`src/rtl/flash_cmd_pkg.sv`:
```
package flash_cmd_pkg;
  localparam logic [7:0] OP_RD_ARRAY  = 8'hFF;
  localparam logic [7:0] OP_RD_STATUS = 8'h70;
  localparam logic [7:0] OP_RD_ID     = 8'h90;
  localparam logic [7:0] OP_CLR_STAT  = 8'h50;
  localparam logic [7:0] OP_PGM_SETUP = 8'h40;
  localparam logic [7:0] OP_ERS_SETUP = 8'h20;
  localparam logic [7:0] OP_CONFIRM   = 8'hD0;
  localparam logic [7:0] OP_SUSPEND   = 8'hB0;

  typedef enum logic [1:0] {
    MODE_ARRAY  = 2'd0,
    MODE_STATUS = 2'd1,
    MODE_ID     = 2'd2
  } rd_mode_e;

  typedef enum logic [2:0] {
    ST_READY     = 3'd0,
    ST_PGM_SETUP = 3'd1,
    ST_ERS_SETUP = 3'd2,
    ST_PGM_RUN   = 3'd3,
    ST_ERS_RUN   = 3'd4,
    ST_PGM_SUSP  = 3'd5
  } cmd_state_e;

  typedef struct packed {
    logic seq_err;
    logic pgm_fail;
    logic ers_fail;
    logic vpp_err;
    logic lock_err;
    logic clr;
  } err_ev_t;
endpackage

```
`src/rtl/fcd_cmd_fsm.sv`:
```
module fcd_cmd_fsm
  import flash_cmd_pkg::*;
#(
  parameter int AW = 20,
  parameter int DW = 8
) (
  input  logic          clk_i,
  input  logic          rst_ni,
  input  logic          wr_en_i,
  input  logic [AW-1:0] wr_addr_i,
  input  logic [DW-1:0] wr_data_i,
  input  logic          blk_locked_i,
  input  logic          vpp_ok_i,
  input  logic          seq_done_i,
  input  logic          seq_fail_i,
  input  logic          seq_suspended_i,
  output rd_mode_e      mode_o,
  output logic          running_o,
  output logic          suspended_o,
  output logic          seq_start_o,
  output logic          seq_erase_o,
  output logic [AW-1:0] seq_addr_o,
  output logic [DW-1:0] seq_data_o,
  output logic          seq_suspend_o,
  output logic          seq_resume_o,
  output err_ev_t       ev_o
);
  cmd_state_e    st_q, st_d;
  rd_mode_e      mode_q, mode_d;
  logic          pend_q, pend_d;
  logic          start_d, erase_d, susp_d, res_d;
  logic [AW-1:0] addr_d;
  logic [DW-1:0] data_d;
  logic [7:0]    op;

  assign op = wr_data_i[7:0];

  always_comb begin
    st_d    = st_q;
    mode_d  = mode_q;
    pend_d  = pend_q;
    start_d = 1'b0;
    erase_d = seq_erase_o;
    addr_d  = seq_addr_o;
    data_d  = seq_data_o;
    susp_d  = 1'b0;
    res_d   = 1'b0;
    ev_o    = '0;
    unique case (st_q)
      ST_READY: if (wr_en_i) begin
        unique case (op)
          OP_RD_ARRAY:  mode_d = MODE_ARRAY;
          OP_RD_STATUS: mode_d = MODE_STATUS;
          OP_RD_ID:     mode_d = MODE_ID;
          OP_CLR_STAT:  ev_o.clr = 1'b1;
          OP_PGM_SETUP: begin st_d = ST_PGM_SETUP; mode_d = MODE_STATUS; end
          OP_ERS_SETUP: begin st_d = ST_ERS_SETUP; mode_d = MODE_STATUS; end
          default: ;
        endcase
      end
      ST_PGM_SETUP: if (wr_en_i) begin
        mode_d = MODE_STATUS;
        if (!vpp_ok_i) begin
          ev_o.vpp_err = 1'b1; st_d = ST_READY;
        end else if (blk_locked_i) begin
          ev_o.lock_err = 1'b1; st_d = ST_READY;
        end else begin
          start_d = 1'b1; erase_d = 1'b0;
          addr_d = wr_addr_i; data_d = wr_data_i;
          st_d = ST_PGM_RUN;
        end
      end
      ST_ERS_SETUP: if (wr_en_i) begin
        mode_d = MODE_STATUS;
        if (op != OP_CONFIRM) begin
          ev_o.seq_err = 1'b1; st_d = ST_READY;
        end else if (!vpp_ok_i) begin
          ev_o.vpp_err = 1'b1; st_d = ST_READY;
        end else if (blk_locked_i) begin
          ev_o.lock_err = 1'b1; st_d = ST_READY;
        end else begin
          start_d = 1'b1; erase_d = 1'b1;
          addr_d = wr_addr_i;
          st_d = ST_ERS_RUN;
        end
      end
      ST_PGM_RUN: begin
        if (seq_done_i) begin
          ev_o.pgm_fail = seq_fail_i;
          pend_d = 1'b0;
          st_d = ST_READY;
        end else begin
          if (pend_q && seq_suspended_i) begin
            st_d = ST_PGM_SUSP; pend_d = 1'b0;
          end
          if (wr_en_i) begin
            unique case (op)
              OP_RD_STATUS: mode_d = MODE_STATUS;
              OP_SUSPEND: begin
                susp_d = 1'b1; pend_d = 1'b1; mode_d = MODE_STATUS;
              end
              OP_CONFIRM: mode_d = MODE_STATUS;
              default: ;
            endcase
          end
        end
      end
      ST_ERS_RUN: begin
        if (seq_done_i) begin
          ev_o.ers_fail = seq_fail_i;
          st_d = ST_READY;
        end else if (wr_en_i && op == OP_RD_STATUS) begin
          mode_d = MODE_STATUS;
        end
      end
      ST_PGM_SUSP: if (wr_en_i) begin
        unique case (op)
          OP_RD_ARRAY:  mode_d = MODE_ARRAY;
          OP_RD_STATUS: mode_d = MODE_STATUS;
          OP_RD_ID:     mode_d = MODE_ID;
          OP_CONFIRM: begin
            res_d = 1'b1; mode_d = MODE_STATUS; st_d = ST_PGM_RUN;
          end
          default: ;
        endcase
      end
      default: st_d = ST_READY;
    endcase
  end

  always_ff @(posedge clk_i or negedge rst_ni) begin
    if (!rst_ni) begin
      st_q          <= ST_READY;
      mode_q        <= MODE_ARRAY;
      pend_q        <= 1'b0;
      seq_start_o   <= 1'b0;
      seq_erase_o   <= 1'b0;
      seq_addr_o    <= '0;
      seq_data_o    <= '0;
      seq_suspend_o <= 1'b0;
      seq_resume_o  <= 1'b0;
    end else begin
      st_q          <= st_d;
      mode_q        <= mode_d;
      pend_q        <= pend_d;
      seq_start_o   <= start_d;
      seq_erase_o   <= erase_d;
      seq_addr_o    <= addr_d;
      seq_data_o    <= data_d;
      seq_suspend_o <= susp_d;
      seq_resume_o  <= res_d;
    end
  end

  assign mode_o      = mode_q;
  assign running_o   = (st_q == ST_PGM_RUN) || (st_q == ST_ERS_RUN);
  assign suspended_o = (st_q == ST_PGM_SUSP);

  assert_start_after_setup_R3: assert property (@(posedge clk_i) disable iff (!rst_ni)
    seq_start_o |-> ($past(st_q) == ST_PGM_SETUP || $past(st_q) == ST_ERS_SETUP));
  assert_erase_start_R4: assert property (@(posedge clk_i) disable iff (!rst_ni)
    (seq_start_o && seq_erase_o) |-> st_q == ST_ERS_RUN);
  assert_suspend_from_run_R7: assert property (@(posedge clk_i) disable iff (!rst_ni)
    seq_suspend_o |-> $past(st_q) == ST_PGM_RUN);
  assert_resume_from_susp_R8: assert property (@(posedge clk_i) disable iff (!rst_ni)
    seq_resume_o |-> ($past(st_q) == ST_PGM_SUSP && mode_q == MODE_STATUS));
  assert_one_request_R12: assert property (@(posedge clk_i) disable iff (!rst_ni)
    $onehot0({seq_start_o, seq_suspend_o, seq_resume_o}));
endmodule

```
`src/rtl/fcd_status_reg.sv`:
```
module fcd_status_reg
  import flash_cmd_pkg::*;
(
  input  logic       clk_i,
  input  logic       rst_ni,
  input  err_ev_t    ev_i,
  input  logic       running_i,
  input  logic       suspended_i,
  output logic [7:0] status_o
);
  // err_q = {bit5, bit4, bit3, bit1}
  logic [3:0] err_q, err_d;

  always_comb begin
    if (ev_i.clr) err_d = '0;
    else err_d = err_q | {ev_i.seq_err | ev_i.ers_fail,
                          ev_i.seq_err | ev_i.pgm_fail,
                          ev_i.vpp_err,
                          ev_i.lock_err};
  end

  always_ff @(posedge clk_i or negedge rst_ni) begin
    if (!rst_ni) err_q <= '0;
    else         err_q <= err_d;
  end

  assign status_o = {!running_i, 1'b0, err_q[3], err_q[2], err_q[1],
                     suspended_i, err_q[0], 1'b0};

  assert_err_sticky_R11: assert property (@(posedge clk_i) disable iff (!rst_ni)
    !ev_i.clr |=> ((err_q & $past(err_q)) == $past(err_q)));
  assert_err_clear_R11: assert property (@(posedge clk_i) disable iff (!rst_ni)
    ev_i.clr |=> err_q == 4'd0);
endmodule

```
`src/rtl/fcd_read_mux.sv`:
```
module fcd_read_mux
  import flash_cmd_pkg::*;
#(
  parameter int DW = 8
) (
  input  rd_mode_e      mode_i,
  input  logic [DW-1:0] arr_i,
  input  logic [DW-1:0] id_i,
  input  logic [7:0]    status_i,
  output logic [DW-1:0] rd_o
);
  logic [DW-1:0] st_ext;

  always_comb begin
    st_ext      = '0;
    st_ext[7:0] = status_i;
    unique case (mode_i)
      MODE_STATUS: rd_o = st_ext;
      MODE_ID:     rd_o = id_i;
      default:     rd_o = arr_i;
    endcase
  end
endmodule

```
`src/rtl/flash_cmd_decoder.sv`:
```
module flash_cmd_decoder
  import flash_cmd_pkg::*;
#(
  parameter int AW = 20,
  parameter int DW = 8
) (
  input  logic          clk_i,
  input  logic          rst_ni,
  input  logic          wr_en_i,
  input  logic [AW-1:0] wr_addr_i,
  input  logic [DW-1:0] wr_data_i,
  input  logic [DW-1:0] arr_rdata_i,
  input  logic [DW-1:0] id_rdata_i,
  output logic [DW-1:0] rd_data_o,
  output logic [1:0]    rd_mode_o,
  input  logic          blk_locked_i,
  input  logic          vpp_ok_i,
  output logic          seq_start_o,
  output logic          seq_erase_o,
  output logic [AW-1:0] seq_addr_o,
  output logic [DW-1:0] seq_data_o,
  output logic          seq_suspend_o,
  output logic          seq_resume_o,
  input  logic          seq_done_i,
  input  logic          seq_fail_i,
  input  logic          seq_suspended_i
);
  rd_mode_e   mode;
  logic       running, suspended;
  err_ev_t    ev;
  logic [7:0] status;

  fcd_cmd_fsm #(.AW(AW), .DW(DW)) u_fsm (
    .clk_i, .rst_ni, .wr_en_i, .wr_addr_i, .wr_data_i,
    .blk_locked_i, .vpp_ok_i, .seq_done_i, .seq_fail_i, .seq_suspended_i,
    .mode_o(mode), .running_o(running), .suspended_o(suspended),
    .seq_start_o, .seq_erase_o, .seq_addr_o, .seq_data_o,
    .seq_suspend_o, .seq_resume_o, .ev_o(ev)
  );

  fcd_status_reg u_status (
    .clk_i, .rst_ni, .ev_i(ev), .running_i(running),
    .suspended_i(suspended), .status_o(status)
  );

  fcd_read_mux #(.DW(DW)) u_mux (
    .mode_i(mode), .arr_i(arr_rdata_i), .id_i(id_rdata_i),
    .status_i(status), .rd_o(rd_data_o)
  );

  assign rd_mode_o = mode;

  assert_ready_bit_R9: assert property (@(posedge clk_i) disable iff (!rst_ni)
    seq_start_o |-> !status[7]);
  assert_susp_bits_R7: assert property (@(posedge clk_i) disable iff (!rst_ni)
    status[2] |-> status[7]);
endmodule

```
`config.mk`:
```
export PLATFORM = sky130hd
export DESIGN_NAME = flash_cmd_decoder
export DESIGN_NICKNAME = d
export VERILOG_FILES = /design/src/rtl/flash_cmd_pkg.sv /design/src/rtl/fcd_cmd_fsm.sv /design/src/rtl/fcd_status_reg.sv /design/src/rtl/fcd_read_mux.sv /design/src/rtl/flash_cmd_decoder.sv
export SDC_FILE = /design/constraint.sdc
export NUM_CORES = 1
export LEC_CHECK = 0
export CAP_MARGIN = 20
export CORE_MARGIN = 5
export CORE_UTILIZATION = 43
export CTS_CLUSTER_SIZE = 14
export DETAILED_ROUTE_END_ITERATION = 7
export GPL_TIMING_DRIVEN = 0
export PLACE_DENSITY = 0.92
export REMOVE_ABC_BUFFERS = 1
export SYNTH_ARGS = -nofsm -noshare
export SYNTH_HDL_FRONTEND = slang
export SYNTH_SLANG_ARGS = --single-unit
```
`constraint.sdc`:
```
create_clock -name clk_i -period 2.3 [get_ports clk_i]
set_clock_uncertainty 0.1 [all_clocks]
set_input_delay 0.575 -clock clk_i [delete_from_list [all_inputs] [get_ports clk_i]]
set_output_delay 0.575 -clock clk_i [all_outputs]
set_load 0.02 [all_outputs]
```
==> impl_metrics.tcl <==
set metrics [dict create \
    antenna_found_initial 0 \
    start_util_pct 43.8 \
    cp_max_fo 3 \
    die_w_um 81.9 \
    final_hold_viol_count 0 \
    seqPwrFrac_pct 29.2 \
    wirelength_mm 7.09 \
    final_nets 379 \
    htree_levels 2 \
    place_congestion 0.865 \
    io_pins 94 \
    comb_power_share_pct 56.7 \
    die_y_um 81.9 \
    viasPerCell 5.55 \
    outcome "complete, but fails checks" \
    overflow 0 \
    intPower_mw 2.62 \
    path_clk_slew_ps 90 \
    grt_usage_pct 19.3 \
    fin_cells 396 \
    required_ps 2400 \
    fin_tns_setup_ps -1820 \
    cp_slowest_stage_delay_ps 540 \
    syn_area_um2 2220 \
    powerDensity_nw_per_um2 1180 \
    synthDominantCellAreaShare_pct 47.2 \
    violations "negative setup slack" \
    cts.sinks 42 \
    postLayoutCoreUtil_pct 70.9 \
    synth.largest_area_cell "dfrtp_1" \
    critical_path_class "input pin to flop" \
    p_sw_mw 1.63 \
    die_area_um2 6710 \
    crit_chain "buf_6, or4_4, or3b_4, o21a_1, a221oi_2, o2111ai_2, mux2_4" \
    holdCritPathClass "flop to flop" \
    relSlewSlack_pct 69.7 \
    avgSynthCellArea_um2 10.5 \
    ir_drop_uv 687 \
    fin_ws_ps -194 \
    fmax_mhz 401 \
    multi_input_area_um2 1190 \
    hold_slack_ps 408 \
    drv_slew 0 \
    yosys_register_bits 42 \
    dr.first_iter.drc_count 168 \
    period_share_pct 108 \
    grt_max_degree 41 \
    ant_nets 0 \
    rsz0062_at_grt "yes" \
    synth_seq_area_share_pct 47.2 \
    firstDrtPassIters 5 \
    ys_top_cells_by_area "dfrtp_1 (47%), mux2_2 (15%), nand2_1 (3.5%), o21ai_0 (3.4%), nor2_1 (2.9%)" \
    vias 2196 \
    area_growth_pct 61.8 \
    portBuffers 93 \
    synthCells 212 \
    dp_hpwl_mm 4.43 \
    clkPwrFrac_pct 14.1 \
    synth_edf_count 0 \
    setup_viol 27 \
    tightest_slew_ps 454 \
    cts_buffers 5 \
    dp_cells 366 \
    power_leakage_nw 1.51 \
    yosys_warnings 0 \
    insertion_delay_ps 310 \
    rows 26 \
    preCtsSetupSlack_ps -1080 \
    cts_root_buffer "clkbuf_8" \
    crit_path_end_kind "flop" \
    nFillCells 358 \
    routedWlPerCell_um 17.9 \
    crit_arrival_ps 2590 \
    grt_pass1_vias 2046 \
    cts_max_path_buffers 2 \
    n_antenna_cell 0 \
    grt_pass1_wl_mm 9.95 \
    cts_tree "done" \
    swShare_pct 38.4 \
    worstSetupStartpointType "input pin" \
    finalCriticalPeriod_ps 2490 \
    critPathSlowestCell "or4_4" \
    async_flop_share_pct 100 \
    core-area_um2 5070 \
    max_cap_violations 0 \
    final_layout_size_suffix_gt1_share_pct 31.0 \
    drc 0 \
    register_area_um2 1050 \
    synthFlopType "dfrtp_1" \
    ys_types 43 \
]
==> metrics by stage <==
step	instance area [um^2]	total power, mW
after floorplan	2180	2.41
after global placement	3190	3.32
after detailed placement	3230	3.40
after CTS	3470	4.09
after global routing	3600	4.48
final	3600	4.25
==> layout make-up <==
type	count	area share, %
multi-input cells	155	33.0
repair buffers	117	31.8
flip-flops and latches	42	29.3
well taps	70	2.43
clock buffers	6	2.02
clock inverters	2	1.04
inverters	4	0.417
==> path summary, 6_finish.rpt <==
check                                     from                   to  slack, ps  cells after the start
max in group asynchronous               rst_ni        u_fsm.st_q[0]       1170                      3
max                               wr_data_i[1]      u_fsm.mode_o[0]       -190                      7
min                        u_fsm.seq_data_o[2]  u_fsm.seq_data_o[2]        410                      1
max reg2reg                      u_fsm.st_q[0]      u_fsm.mode_o[0]         40                      7
min reg2reg                u_fsm.seq_data_o[2]  u_fsm.seq_data_o[2]        410                      1
min in group asynchronous               rst_ni  u_fsm.seq_data_o[3]        520                      2
==> critical path: cells and delay by family <==
family	cells	cell delay (ps)
AO/OA/AOI/OAI	3	650
buffers and inverters	1	90
AND/OR/NAND/NOR	2	940
multiplexers	1	320
==> cells in the mapped netlist (all sizes together), types with 3 or more instances <==
cell type and n:
a21oi 9, a22oi 5, a31oi 4, clkbuf 9, dfrtp 42, inv 4
mux2 31, nand2 21, nand2b 4, nor2 17, nor2b 3, nor3 5
o21ai 15, or3 4, or3b 4, xnor2 3
==> cell families after synthesis <==
group / Yosys count / synth area share [%]
buffers and inverters: 15 / 2.87
AND/OR/NAND/NOR: 69 / 16.1
flip-flops: 42 / 47.2
XOR/XNOR: 3 / 1.18
AO/OA/AOI/OAI: 48 / 14.7
multiplexers: 33 / 16.8
adder cells (fa/ha/maj): 2 / 1.12
==> power by group through the flow <==
stage                     clock network (mW)  logic, mW  registers, mW
after floorplan                            0      0.832           1.58
after global placement                     0       2.06           1.27
after detailed placement                   0       2.11           1.30
after CTS                              0.603       2.27           1.23
after global routing                   0.638       2.57           1.28
final                                  0.600       2.41           1.24
==> state kept, by name (all words and copies together), names as in the netlist <==
register	flops
u_fsm.mode_o	2
u_fsm.pend_q	1
u_fsm.seq_addr_o	20
u_fsm.seq_data_o	8
u_fsm.seq_erase_o	1
u_fsm.seq_resume_o	1
u_fsm.seq_start_o	1
u_fsm.seq_suspend_o	1
u_fsm.st_q	3
u_status.err_q	4
==> what timing repair did <==
action	CTS	global route
endpoints found under the hold margin	2	0
hold buffers	1	0
cloned	0	2
pin swaps	4	8
buffers inserted	13	6
gates resized for setup	67	17
endpoints found under the setup margin	41	38
==> layout by cell type (no fill, tap or decap), types with 4 or more instances in the layout <==
cell type	synthesis	routed
nand2_1	21	21
clkdlybuf4s50_1	0	74
buf_6	0	4
dfrtp_1	42	39
a22oi_1	5	4
a31oi_1	4	4
clkdlybuf4s15_2	0	5
buf_2	0	6
o21ai_0	15	14
nor2_1	17	15
buf_4	2	18
a21oi_1	9	8
mux2_2	30	30
clkbuf_8	0	5
==> routing by layer <==
metal	share of wire (%)	GRT usage, %
met3	9.7	4.82
met4	2.5	7.14
met1	36	23.3
met2	51	33.0
met5	0	0
No activity file was read; power rests on OpenSTA's default activity.
